`config.mk`:
```
export PLATFORM = sky130hd
export DESIGN_NAME = gen_supervisor
export DESIGN_NICKNAME = d
export VERILOG_FILES = /design/src/rtl/gen_sup_pkg.sv /design/src/rtl/gen_sup_ring.sv /design/src/rtl/gen_sup_timer.sv /design/src/rtl/gen_sup_resp.sv /design/src/rtl/gen_supervisor.sv
export SDC_FILE = /design/constraint.sdc
export NUM_CORES = 1
export LEC_CHECK = 0
export BUFFER_PORTS_ARGS = -buffer_cell sky130_fd_sc_hd__buf_2
export CAP_MARGIN = 20
export CORE_UTILIZATION = 56
export DETAILED_ROUTE_END_ITERATION = 6
export PLACE_DENSITY_LB_ADDON = 0.2
export SYNTH_ARGS = -nofsm -noshare
export SYNTH_HDL_FRONTEND = slang
export SYNTH_SLANG_ARGS = --single-unit
```
`constraint.sdc`:
```
create_clock -name clk -period 4.34 [get_ports clk]
set_input_delay 0 -clock clk [delete_from_list [all_inputs] [get_ports clk]]
set_output_delay 0 -clock clk [all_outputs]
set_load 0.01 [all_outputs]
```
`src/rtl/gen_sup_pkg.sv`:
```
package gen_sup_pkg;

  typedef enum logic [2:0] {
    MSG_CHECK = 3'd0,
    MSG_ACK   = 3'd1,
    MSG_NOTE  = 3'd2,
    MSG_SCHED = 3'd3,
    MSG_KREQ  = 3'd4,
    MSG_KREP  = 3'd5
  } msg_e;

  typedef enum logic [1:0] {
    END_NORMAL  = 2'd0,
    END_RESCHED = 2'd1,
    END_KILLED  = 2'd2,
    END_ORPHAN  = 2'd3
  } end_e;

  typedef enum logic [3:0] {
    S_IDLE, S_CHK_TX, S_CHK_WAIT, S_KREQ_TX, S_KWAIT, S_NOTE_TX,
    S_IV_WAIT, S_SCH_TX, S_WORK, S_GC_WAIT, S_GC_TX, S_EXIT
  } st_e;

endpackage

```
`src/rtl/gen_sup_ring.sv`:
```
module gen_sup_ring #(
  parameter int NPROC  = 8,
  parameter int SLOT_W = $clog2(NPROC)
) (
  input  logic [SLOT_W-1:0] inst,
  input  logic [SLOT_W-1:0] pid,
  output logic [SLOT_W-1:0] pri,
  output logic [SLOT_W-1:0] inst_p1,
  output logic [SLOT_W-1:0] inst_p2,
  output logic [SLOT_W-1:0] inst_m1,
  output logic [SLOT_W-1:0] inst_m2
);
  localparam logic [SLOT_W:0]   NP   = (SLOT_W+1)'(NPROC);
  localparam logic [SLOT_W-1:0] ONE  = SLOT_W'(1);
  localparam logic [SLOT_W-1:0] TWO  = SLOT_W'(2);
  localparam logic [SLOT_W-1:0] BK1  = SLOT_W'(NPROC - 1);
  localparam logic [SLOT_W-1:0] BK2  = SLOT_W'(NPROC - 2);

  // both operands below NPROC: one conditional subtract is enough
  function automatic logic [SLOT_W-1:0] add_mod(input logic [SLOT_W-1:0] a,
                                                input logic [SLOT_W-1:0] b);
    logic [SLOT_W:0] s;
    s = {1'b0, a} + {1'b0, b};
    if (s >= NP) s = s - NP;
    return s[SLOT_W-1:0];
  endfunction

  always_comb begin
    pri     = add_mod(inst, pid);
    inst_p1 = add_mod(inst, ONE);
    inst_p2 = add_mod(inst, TWO);
    inst_m1 = add_mod(inst, BK1);
    inst_m2 = add_mod(inst, BK2);
  end
endmodule

```
`src/rtl/gen_sup_timer.sv`:
```
module gen_sup_timer #(
  parameter int CNT_W = 16
) (
  input  logic             clk,
  input  logic             rst,
  input  logic             load,
  input  logic             tick,
  input  logic [CNT_W-1:0] cfg,
  output logic             expired
);
  logic [CNT_W-1:0] cnt;

  always_ff @(posedge clk) begin
    if (rst)                    cnt <= '0;
    else if (load)              cnt <= cfg;
    else if (tick && cnt != '0) cnt <= cnt - 1'b1;
  end

  assign expired = (cnt == '0);

  // no tick, no progress
  p_hold_without_tick_r6: assert property (@(posedge clk) disable iff (rst)
    (!load && !tick) |=> $stable(cnt));
endmodule

```
`src/rtl/gen_sup_resp.sv`:
```
module gen_sup_resp
  import gen_sup_pkg::*;
#(
  parameter int NAME_W = 8,
  parameter int SLOT_W = 3
) (
  input  logic              clk,
  input  logic              rst,
  input  logic              active,
  input  logic [NAME_W-1:0] my_name,
  input  logic [SLOT_W-1:0] my_inst,
  input  logic [SLOT_W-1:0] my_pri,
  input  logic [SLOT_W-1:0] inst_p1,
  input  logic [SLOT_W-1:0] inst_p2,
  input  logic [SLOT_W-1:0] inst_m1,
  input  logic [SLOT_W-1:0] inst_m2,
  input  logic              rx_valid,
  input  msg_e              rx_type,
  input  logic [NAME_W-1:0] rx_name,
  input  logic [SLOT_W-1:0] rx_inst,
  input  logic [SLOT_W-1:0] rx_pri,
  input  logic              grant,
  output logic              req_valid,
  output msg_e              req_type,
  output logic              dup_any,
  output logic              anc_any,
  output logic              gc_any,
  output logic              kill_ok
);
  logic name_ok, hit_dup, hit_desc, hit_anc, hit_gc, hit_kreq;
  logic dup_q, anc_q, gc_q, pend_ack, pend_krep;

  always_comb begin
    name_ok  = active && rx_valid && (rx_name == my_name);
    hit_dup  = name_ok && rx_type == MSG_CHECK && rx_inst == my_inst && rx_pri > my_pri;
    hit_desc = name_ok && rx_type == MSG_CHECK && (rx_inst == inst_p1 || rx_inst == inst_p2);
    hit_anc  = name_ok && rx_type == MSG_ACK && (rx_inst == inst_m1 || rx_inst == inst_m2);
    hit_gc   = name_ok && rx_type == MSG_NOTE && rx_inst == inst_p2;
    hit_kreq = name_ok && rx_type == MSG_KREQ;
    kill_ok  = name_ok && rx_type == MSG_KREP && rx_inst == my_inst && rx_pri > my_pri;
  end

  always_ff @(posedge clk) begin
    if (rst || !active) begin
      dup_q     <= 1'b0;
      anc_q     <= 1'b0;
      gc_q      <= 1'b0;
      pend_ack  <= 1'b0;
      pend_krep <= 1'b0;
    end else begin
      if (hit_dup) dup_q <= 1'b1;
      if (hit_anc) anc_q <= 1'b1;
      if (hit_gc)  gc_q  <= 1'b1;
      if (hit_desc)                  pend_ack <= 1'b1;
      else if (grant && pend_ack)    pend_ack <= 1'b0;
      if (hit_kreq)                              pend_krep <= 1'b1;
      else if (grant && !pend_ack && pend_krep)  pend_krep <= 1'b0;
    end
  end

  assign dup_any   = dup_q | hit_dup;
  assign anc_any   = anc_q | hit_anc;
  assign gc_any    = gc_q  | hit_gc;
  assign req_valid = pend_ack | pend_krep;
  assign req_type  = pend_ack ? MSG_ACK : MSG_KREP;

  // an answer waiting for the bus is held until it is granted
  p_reply_held_r10: assert property (@(posedge clk) disable iff (rst)
    (active && pend_ack && !grant) |=> pend_ack);
endmodule

```
`src/rtl/gen_supervisor.sv`:
```
module gen_supervisor
  import gen_sup_pkg::*;
#(
  parameter int NAME_W = 8,
  parameter int NPROC  = 8,
  parameter int SLOT_W = $clog2(NPROC),
  parameter int CNT_W  = 16
) (
  input  logic              clk,
  input  logic              rst,
  input  logic              start,
  input  logic [NAME_W-1:0] cfg_name,
  input  logic [SLOT_W-1:0] cfg_inst,
  input  logic [SLOT_W-1:0] proc_id,
  input  logic              strict,
  input  logic [CNT_W-1:0]  cfg_interval,
  input  logic              tick,
  input  logic              work_done,
  input  logic              rx_valid,
  input  logic [2:0]        rx_type,
  input  logic [NAME_W-1:0] rx_name,
  input  logic [SLOT_W-1:0] rx_inst,
  input  logic [SLOT_W-1:0] rx_pri,
  output logic              tx_valid,
  output logic [2:0]        tx_type,
  output logic [NAME_W-1:0] tx_name,
  output logic [SLOT_W-1:0] tx_inst,
  output logic [SLOT_W-1:0] tx_pri,
  output logic              work_en,
  output logic              done,
  output logic [1:0]        done_code
);
  st_e  state, state_d;
  end_e end_q, end_d;

  logic [NAME_W-1:0] name_q;
  logic [SLOT_W-1:0] inst_q, pid_q;
  logic              strict_q;
  logic [CNT_W-1:0]  ivl_q;
  logic              sent_check;

  logic [SLOT_W-1:0] pri, inst_p1, inst_p2, inst_m1, inst_m2;
  logic              active, fsm_tx, tmr_load, expired;
  logic              req_valid, dup_any, anc_any, gc_any, kill_ok;
  msg_e              req_type;

  gen_sup_ring #(.NPROC(NPROC), .SLOT_W(SLOT_W)) u_ring (
    .inst(inst_q), .pid(pid_q), .pri(pri),
    .inst_p1(inst_p1), .inst_p2(inst_p2), .inst_m1(inst_m1), .inst_m2(inst_m2)
  );

  gen_sup_timer #(.CNT_W(CNT_W)) u_timer (
    .clk(clk), .rst(rst), .load(tmr_load), .tick(tick), .cfg(ivl_q), .expired(expired)
  );

  gen_sup_resp #(.NAME_W(NAME_W), .SLOT_W(SLOT_W)) u_resp (
    .clk(clk), .rst(rst), .active(active),
    .my_name(name_q), .my_inst(inst_q), .my_pri(pri),
    .inst_p1(inst_p1), .inst_p2(inst_p2), .inst_m1(inst_m1), .inst_m2(inst_m2),
    .rx_valid(rx_valid), .rx_type(msg_e'(rx_type)), .rx_name(rx_name),
    .rx_inst(rx_inst), .rx_pri(rx_pri), .grant(!fsm_tx),
    .req_valid(req_valid), .req_type(req_type),
    .dup_any(dup_any), .anc_any(anc_any), .gc_any(gc_any), .kill_ok(kill_ok)
  );

  assign active = (state != S_IDLE);
  assign fsm_tx = (state == S_CHK_TX) || (state == S_KREQ_TX) || (state == S_NOTE_TX) ||
                  (state == S_SCH_TX) || (state == S_GC_TX);

  always_comb begin
    state_d = state;
    end_d   = end_q;
    unique case (state)
      S_IDLE:     if (start) state_d = S_CHK_TX;
      S_CHK_TX:   state_d = S_CHK_WAIT;
      S_CHK_WAIT: if (expired) begin
                    if (dup_any)                   state_d = S_KREQ_TX;
                    else if (strict_q && !anc_any) begin state_d = S_EXIT; end_d = END_ORPHAN; end
                    else                           state_d = S_NOTE_TX;
                  end
      S_KREQ_TX:  state_d = S_KWAIT;
      S_KWAIT:    if (kill_ok) begin state_d = S_EXIT; end_d = END_KILLED; end
                  else if (expired) begin
                    if (strict_q && !anc_any) begin state_d = S_EXIT; end_d = END_ORPHAN; end
                    else                           state_d = S_NOTE_TX;
                  end
      S_NOTE_TX:  state_d = S_IV_WAIT;
      S_IV_WAIT:  if (expired) state_d = S_SCH_TX;
      S_SCH_TX:   state_d = S_WORK;
      S_WORK:     if (work_done) begin
                    if (gc_any) begin state_d = S_EXIT; end_d = END_NORMAL; end
                    else        state_d = S_GC_WAIT;
                  end
      S_GC_WAIT:  if (gc_any) begin state_d = S_EXIT; end_d = END_NORMAL; end
                  else if (expired) state_d = S_GC_TX;
      S_GC_TX:    begin state_d = S_EXIT; end_d = END_RESCHED; end
      S_EXIT:     state_d = S_IDLE;
      default:    state_d = S_IDLE;
    endcase
  end

  assign tmr_load = (state_d != state) &&
                    (state_d == S_CHK_WAIT || state_d == S_KWAIT ||
                     state_d == S_IV_WAIT  || state_d == S_GC_WAIT);

  always_ff @(posedge clk) begin
    if (rst) begin
      state      <= S_IDLE;
      end_q      <= END_NORMAL;
      name_q     <= '0;
      inst_q     <= '0;
      pid_q      <= '0;
      strict_q   <= 1'b0;
      ivl_q      <= '0;
      sent_check <= 1'b0;
      work_en    <= 1'b0;
      done       <= 1'b0;
      done_code  <= 2'd0;
    end else begin
      state   <= state_d;
      end_q   <= end_d;
      work_en <= (state_d == S_WORK);
      done    <= (state == S_EXIT);
      if (state == S_EXIT) done_code <= end_q;
      if (state == S_IDLE && start) begin
        name_q   <= cfg_name;
        inst_q   <= cfg_inst;
        pid_q    <= proc_id;
        strict_q <= strict;
        ivl_q    <= cfg_interval;
      end
      if (state == S_IDLE)        sent_check <= 1'b0;
      else if (state == S_CHK_TX) sent_check <= 1'b1;
    end
  end

  always_ff @(posedge clk) begin
    if (rst) begin
      tx_valid <= 1'b0;
      tx_type  <= 3'd0;
      tx_name  <= '0;
      tx_inst  <= '0;
      tx_pri   <= '0;
    end else begin
      tx_valid <= 1'b0;
      if (fsm_tx) begin
        tx_valid <= 1'b1;
        tx_name  <= name_q;
        tx_pri   <= pri;
        unique case (state)
          S_CHK_TX:  begin tx_type <= MSG_CHECK; tx_inst <= inst_q; end
          S_KREQ_TX: begin tx_type <= MSG_KREQ;  tx_inst <= '0; tx_pri <= '0; end
          S_NOTE_TX: begin tx_type <= MSG_NOTE;  tx_inst <= inst_q; end
          S_SCH_TX:  begin tx_type <= MSG_SCHED; tx_inst <= inst_p1; end
          default:   begin tx_type <= MSG_SCHED; tx_inst <= inst_p2; end
        endcase
      end else if (req_valid) begin
        tx_valid <= 1'b1;
        tx_type  <= req_type;
        tx_name  <= name_q;
        tx_inst  <= inst_q;
        tx_pri   <= pri;
      end
    end
  end

  // the grandparent notice never precedes the duplicate check
  p_check_before_note_r1: assert property (@(posedge clk) disable iff (rst)
    (tx_valid && tx_type == MSG_NOTE) |-> sent_check);

  // priority stays inside the processor range
  p_pri_range_r2: assert property (@(posedge clk) disable iff (rst)
    active |-> ({1'b0, pri} < (SLOT_W+1)'(NPROC)));

  // a seen grandchild notice forbids the direct reschedule
  p_no_resched_after_gc_r4: assert property (@(posedge clk) disable iff (rst)
    (state == S_GC_TX) |-> !u_resp.gc_any);

  // answers only go out during a life
  p_reply_in_life_r10: assert property (@(posedge clk) disable iff (rst)
    (tx_valid && (tx_type == MSG_ACK || tx_type == MSG_KREP)) |-> sent_check);

  // end pulse lasts one cycle and never overlaps the work phase
  p_done_pulse_r11: assert property (@(posedge clk) disable iff (rst)
    done |=> !done);
  p_done_no_work_r11: assert property (@(posedge clk) disable iff (rst)
    done |-> !work_en);
endmodule

```
== After elaboration in Yosys (flattened, before gate mapping) ==
Cells that the tools add are included.
Widths: inputs -> output; s select.

* $add $sub $neg: 11
* $lt $le $gt $ge: 6
* Equal/unequal tests: 31
* Muxes and demuxes: 45
* Bitwise gates (word level): 4
* Reduce and logical (&&, ||, !) cells: 47

{| class="wikitable"
|+ Operators by type and width
! cell !! count
|-
| $pmux 4 s11 || 1
|-
| $mux 4 || 10
|-
| $mux 3 || 13
|-
| $mux 16 || 2
|-
| $eq 4x3->1 const B || 6
|-
| $eq 4x4->1 const B || 6
|-
| $logic_and 1x1->1 || 21
|-
| $ge 4x4->1 const B || 5
|-
| $pmux 3 s3 || 2
|-
| $logic_not 16->1 || 1
|-
| $mux 2 || 8
|-
| $mux 8 || 2
|-
| $reduce_bool 16->1 || 1
|-
| $sub 16x1->16 const B || 1
|-
| $eq 3x3->1 || 5
|-
| $sub 3x1->3 const B || 5
|-
| $eq 4x2->1 const B || 3
|-
| $logic_or 1x1->1 || 10
|-
| $pmux 2 s5 || 1
|-
| $add 3x3->4 const B || 2
|-
| $eq 8x8->1 || 1
|-
| $reduce_bool 2->1 || 4
|-
| $eq 3x3->1 const B || 2
|-
| $mux 1 || 6
|-
| other kinds (18) || 26
|}

* Bits in registers: 80
* Bits of input ports: 54
* Output and inout port bits: 22

== Logic depth before layout (Yosys ltp) ==
* Word-level depth: 19
* Depth in mapped cells: 15
* Mapped depth without buffers: 13

== Modules after synthesis ==
Synthesis repeated with hierarchy kept, for this count alone.

* Cells, all modules: 559
* Area total of the unflattened synthesis: 4,494.3 µm²

{| class="wikitable"
|+ By module, submodules not included
! module !! instances !! cells each !! area an instance (µm²) !! sequential area each (µm²)
|-
| gen_supervisor || 1 || 340 || 2,691.3 || 1,181.1
|-
| gen_sup_timer || 1 || 114 || 944.7 || 320.3
|-
| gen_sup_resp || 1 || 88 || 689.4 || 100.1
|-
| gen_sup_ring || 1 || 17 || 168.9 || 0.0
|}

== Least setup slack after synthesis ==
Ideal clock, no wire load.

* Kind: flip-flop to flip-flop
* Start point: reg inst_q[0]
* End point: reg u_timer.cnt[10]
* Arrival: 3.494 ns
* Required time: 4.219 ns
* Slack: 0.725 ns
* Stages on the path, launching flop included: 16
* Path through: dfxtp_1 > ha_1 > inv_1 > fa_1 > xnor2_1 > xnor2_1 > ha_1 > a311o_1 > a211oi_2 > a31oi_1 > a31o_2 > and4_4 > a41o_1 > buf_6 > buf_6 > mux2_4

* Cells in the longest elaborated chain, start to end: 19

{| class="wikitable"
|+ RTL lines
! element !! RTL line !! source
|-
| from (decl) || gen_supervisor.sv:37 || <nowiki>logic [SLOT_W-1:0] inst_q, pid_q;</nowiki>
|-
| from (signal assigned) || gen_supervisor.sv:127 || <nowiki>inst_q <= cfg_inst;</nowiki>
|-
| $add 3x3->4 || gen_sup_ring.sv:23 || <nowiki>s = {1'b0, a} + {1'b0, b};</nowiki>
|-
| $ge 4x4->1 or $sub 3x1->3 (tied branches) || gen_sup_ring.sv:24 || <nowiki>if (s >= NP) s = s - NP;</nowiki>
|-
| $mux 3 || gen_sup_ring.sv:24 ||
|-
| $eq 3x3->1 || gen_sup_resp.sv:37 || <nowiki>hit_anc = name_ok && rx_type == MSG_ACK && (rx_inst == inst_m1 || rx_inst == inst_m2);</nowiki>
|-
| $logic_or 1x1->1 || gen_sup_resp.sv:37 ||
|-
| $logic_and 1x1->1 || gen_sup_resp.sv:37 ||
|-
| $or 1x1->1 || gen_sup_resp.sv:62 || <nowiki>assign anc_any = anc_q | hit_anc;</nowiki>
|-
| $logic_not 1->1 || gen_supervisor.sv:78, gen_supervisor.sv:84 ||
|-
| [2 not listed] || n/a ||
|-
| $mux 4 (on tied branches) || gen_supervisor.sv:83, gen_supervisor.sv:77 ||
|-
| $mux 4 (on tied branches) || gen_supervisor.sv:82, gen_supervisor.sv:76 ||
|-
| $pmux 4 s11 * || gen_supervisor.sv:73 || <nowiki>unique case (state)</nowiki>
|-
| $eq 4x2->1 or $eq 4x3->1 (tied branches) || gen_supervisor.sv:103 || <nowiki>(state_d == S_CHK_WAIT || state_d == S_KWAIT ||</nowiki>
|-
| $logic_or 1x1->1 (2 in a row) || gen_supervisor.sv:103 ||
|-
| $logic_or 1x1->1 || gen_supervisor.sv:104 || <nowiki>state_d == S_IV_WAIT || state_d == S_GC_WAIT);</nowiki>
|-
| $logic_and 1x1->1 * || gen_supervisor.sv:102 || <nowiki>assign tmr_load = (state_d != state) &&</nowiki>
|-
| $mux 16 or $reduce_bool 2->1 (tied branches) || n/a ||
|-
| to (signal assigned) || gen_sup_timer.sv:15 || <nowiki>else if (load) cnt <= cfg;</nowiki>
|-
| to (signal assigned) || gen_sup_timer.sv:16 || <nowiki>else if (tick && cnt != '0) cnt <= cnt - 1'b1;</nowiki>
|-
| to (decl) || gen_sup_timer.sv:11 || <nowiki>logic [CNT_W-1:0] cnt;</nowiki>
|}

Mark *: on every way between the ends. The rest lies on a longest branch, timed or not.
A chain may end at the register's enable or synchronous reset.

== Worst setup path after layout ==
* Start point: reg inst_q[0]
* End point: reg u_timer.cnt[15]

Same word-level chain as after synthesis.

==> summary.md <==
| Metric | Value |
|---|---|
| Post-layout util | 71.3% |
| Switch Pwr | 1.31 mW |
| Post-synth EDFFs | 0 |
| Final worst-path cycle share | 94.2% |
| Post-synthesis sequential area ratio | 38.1% |
| RSZ-0062 raised after global routing | false |
| Clk sinks | 80 |
| Sequential Power Share | 33.2% |
| Inst Count DP | 674 |
| Total CTS buffers | 9 |
| Synth cell types | 63 |
| Die height | 88.6 um |
| TritonCTS clock tree | yes |
| Slew Limit Fails | 0 |
| Pwr dens | 601 nW/um2 |
| Synth Area in Compound Gates | 16.9% |
| Initial antenna violation count | 0 |
| Crit path time final | 4090 ps |
| DR iter-0 viols | 353 |
| Top-area cell type share of the netlist area | 38.1% |
| Crit path max fanout | 16 |
| Outcome | finished, final reports clean |
| Hold WS | 36.2 ps |
| Routed WL per cell | 14.8 um |
| CP required | 4590 ps |
| Fin nets | 682 |
| Core outline area | 7250 um2 |
| Worst-path clk slew | 80 ps |
| Router iterations before antenna repair | 6 |
| Post-DR vias/cell | 5.58 |
| Placer Congestion | 0.927 |
| Leak pwr | 2.09 nW |
| Final ANT Viol Nets | 0 |
| Most frequent cell after synthesis | nand2_1 |
| Syn avg cell area | 7.99 um2 |
| Kind of critical path | reg -> reg |
| Critical Path AT | 4340 ps |
| Syn nets | 588 |
| Top cells by count, synth | 98 x nand2_1, 80 x dfxtp_1, 62 x a21oi_1 |
| Multi-input gate area | 2420 um2 |
| Largest family of logic cells by synthesized area | simple AND/OR/NAND/NOR gates |
| Biggest area consumer among synthesized cells | dfxtp_1 |
| Largest net degree at the start of global routing | 59 |
| Async set-reset flop share out of synthesis | 0% |
| Crit path from | inst_q[0] |
| Non-Filler Instances | 724 |
| Vias in the first global route | 3689 |
| Starting Density | 57.9% |
| DRC violations left | 0 |
| Post-synthesis register bit count | 80 |
| Diodes inserted | 0 |
| WL final | 10700 um |
| Final count of hold timing violations | 0 |
| I/O Pins | 76 |
| Share of cells above drive strength 1 | 20.0% |
| Max clock buf depth | 2 |
| Area Overhead vs Synth | 23.2% |
| Logic gate share of total power | 49.9% |
| DP HPWL | 7120 um |
| Sw Ratio | 42.3% |
| Post-synthesis simple-gate area fraction | 26.6% |
| Mux cell area share after synthesis | 5.81% |
| Total die area | 7850 um2 |
| Internal Power | 1.79 mW |
| Clock share of power | 16.8% |
| First-pass GRT wire length | 17100 um |
| Synth Warn # | 0 |
| Worst min path class | in -> reg |
| Worst Skew | 11.9 ps |
| Min-Delay Startpoint | rx_type[0] |
| Syn Inst Count | 526 |
| Total power | 3.11 mW |
| Synth Area in XOR/XNOR | 5.60% |
| Final setup viols | 0 |
| Root Buffer | clkbuf_8 |
| Max-cap viol count | 0 |
| Overall Global Routing Usage | 28.3% |
| Buffers on Ports | 75 |
| Die width | 88.6 um |
| Sum of negative setup slack | 0 ps |
| R2r startpoint | inst_q[0] |
| FF/Latch Area | 1600 um2 |
| Crit. End Element | flip-flop |
| Synth Area in Adders | 2.56% |
| H-Tree Depth | 3 |
| Filler cells | 578 |
| Grt ovf | 0 |
| Fmax | 245 MHz |
| Mapped Area | 4200 um2 |
| Startpoint Class | flip-flop |
| Placement row count | 31 |
| Vias after detailed routing | 4043 |
| Worst skew pair latency | 360 ps |
| Maximum VDD drop | 0.000291 V |
| Max transition margin | 32.8% |
| Top FF cell, synth | dfxtp_1 |
| Ranking of synthesized cells by area | dfxtp_1 38%, nand2_1 8.8%, a21oi_1 7.4% |
| Slew @ Worst Pin | 1010 ps |
==> through the flow <==
stage	worst slack [ps]	instance area [um2]
2_1_floorplan	725	4200
3_3_place_gp	561	4610
3_5_place_dp	361	4610
4_1_cts	297	5120
5_1_grt	57.1	5170
6_report	251	5170
==> cells in the final DEF (no fill, tap or decap), types with 3 or more instances in the layout <==
| master | n |
|---|---|
| nor2_1 | 45 |
| nand3_1 | 12 |
| ha_1 | 7 |
| xnor2_1 | 18 |
| nand3b_1 | 3 |
| dfxtp_1 | 80 |
| dlygate4sd3_1 | 32 |
| a21oi_1 | 62 |
| mux2i_1 | 3 |
| nor4_1 | 6 |
| nor2b_1 | 24 |
| or3_1 | 7 |
| o31ai_1 | 3 |
| mux2_4 | 9 |
| clkinv_4 | 3 |
| nand2b_1 | 8 |
| buf_4 | 6 |
| o21ai_0 | 20 |
| xor2_1 | 7 |
| nor3_1 | 10 |
| mux2_2 | 6 |
| nand2_1 | 98 |
| clkbuf_8 | 10 |
| a211oi_1 | 4 |
| a31oi_1 | 3 |
| inv_1 | 12 |
| buf_2 | 75 |
| nand4_1 | 4 |
==> area by class of cell <==
| class | count | area share [%] |
|---|---|---|
| multi-input cells | 402 | 46.8 |
| well taps | 99 | 2.39 |
| inverters | 12 | 0.870 |
| clock buffers | 10 | 2.66 |
| repair buffers | 115 | 15.3 |
| clock inverters | 6 | 0.991 |
| flip-flops and latches | 80 | 30.9 |
==> flip-flops by register name, summed over array words and instances (netlist names), 4 cells and up <==
register     flops
ivl_q           16
u_timer.cnt     16
name_q           8
tx_name          8
state            4
==> power groups by stage <==
stage          clock network, mW  logic (mW)  registers, mW
3_5_place_dp                   0        1.45           1.05
3_3_place_gp                   0        1.40           1.03
6_report                   0.522        1.55           1.03
5_1_grt                    0.557        1.71           1.05
2_1_floorplan                  0        1.14           1.03
4_1_cts                    0.526        1.49           1.03
==> kinds of logic after synthesis <==
group                      count (synthesis)
adders and majority gates                  8
xor gates and xnor gates                  26
buffers and inverters                     44
and+or+nand+nor                          231
muxes                                     19
AOI/OAI and AO/OA                        118
DFF                                       80
==> metal layers <==
metal	wire [um]	GRT usage, %	share of wire (%)
met2	5080	45.1	48
met5	0	0	0
met1	4680	36.7	44
met3	598	4.94	5.6
met4	330	14.7	3.1
==> final timing paths <==
kind / endpoint / slack (ps) / depth (start not counted)
worst max-delay path: u_timer.cnt[15] / 250 / 14
worst min-delay path: u_resp.pend_krep / 40 / 3
worst max register to register: u_timer.cnt[15] / 250 / 14
worst min register to register: ivl_q[4] / 460 / 2
==> worst max-delay path, stage by stage (launching register included) <==
cell      delay, ps
dfxtp_1         520
ha_1            210
inv_1            50
fa_1            370
xnor2_1         150
xnor2_1         290
ha_1            310
a311o_1         340
a211oi_2        300
and4_1          300
a221oi_1        100
a21boi_0        200
a41o_1          200
buf_4           270
mux2_2          370
==> repair_timing <==
action	4_1_cts	5_1_grt
hold buffers	32	0
setup endpoints to repair	0	0
endpoints found under the hold margin	32	0
gates resized for setup	0	0
setup buffers	0	0
Power figures use the tool's default switching activity.
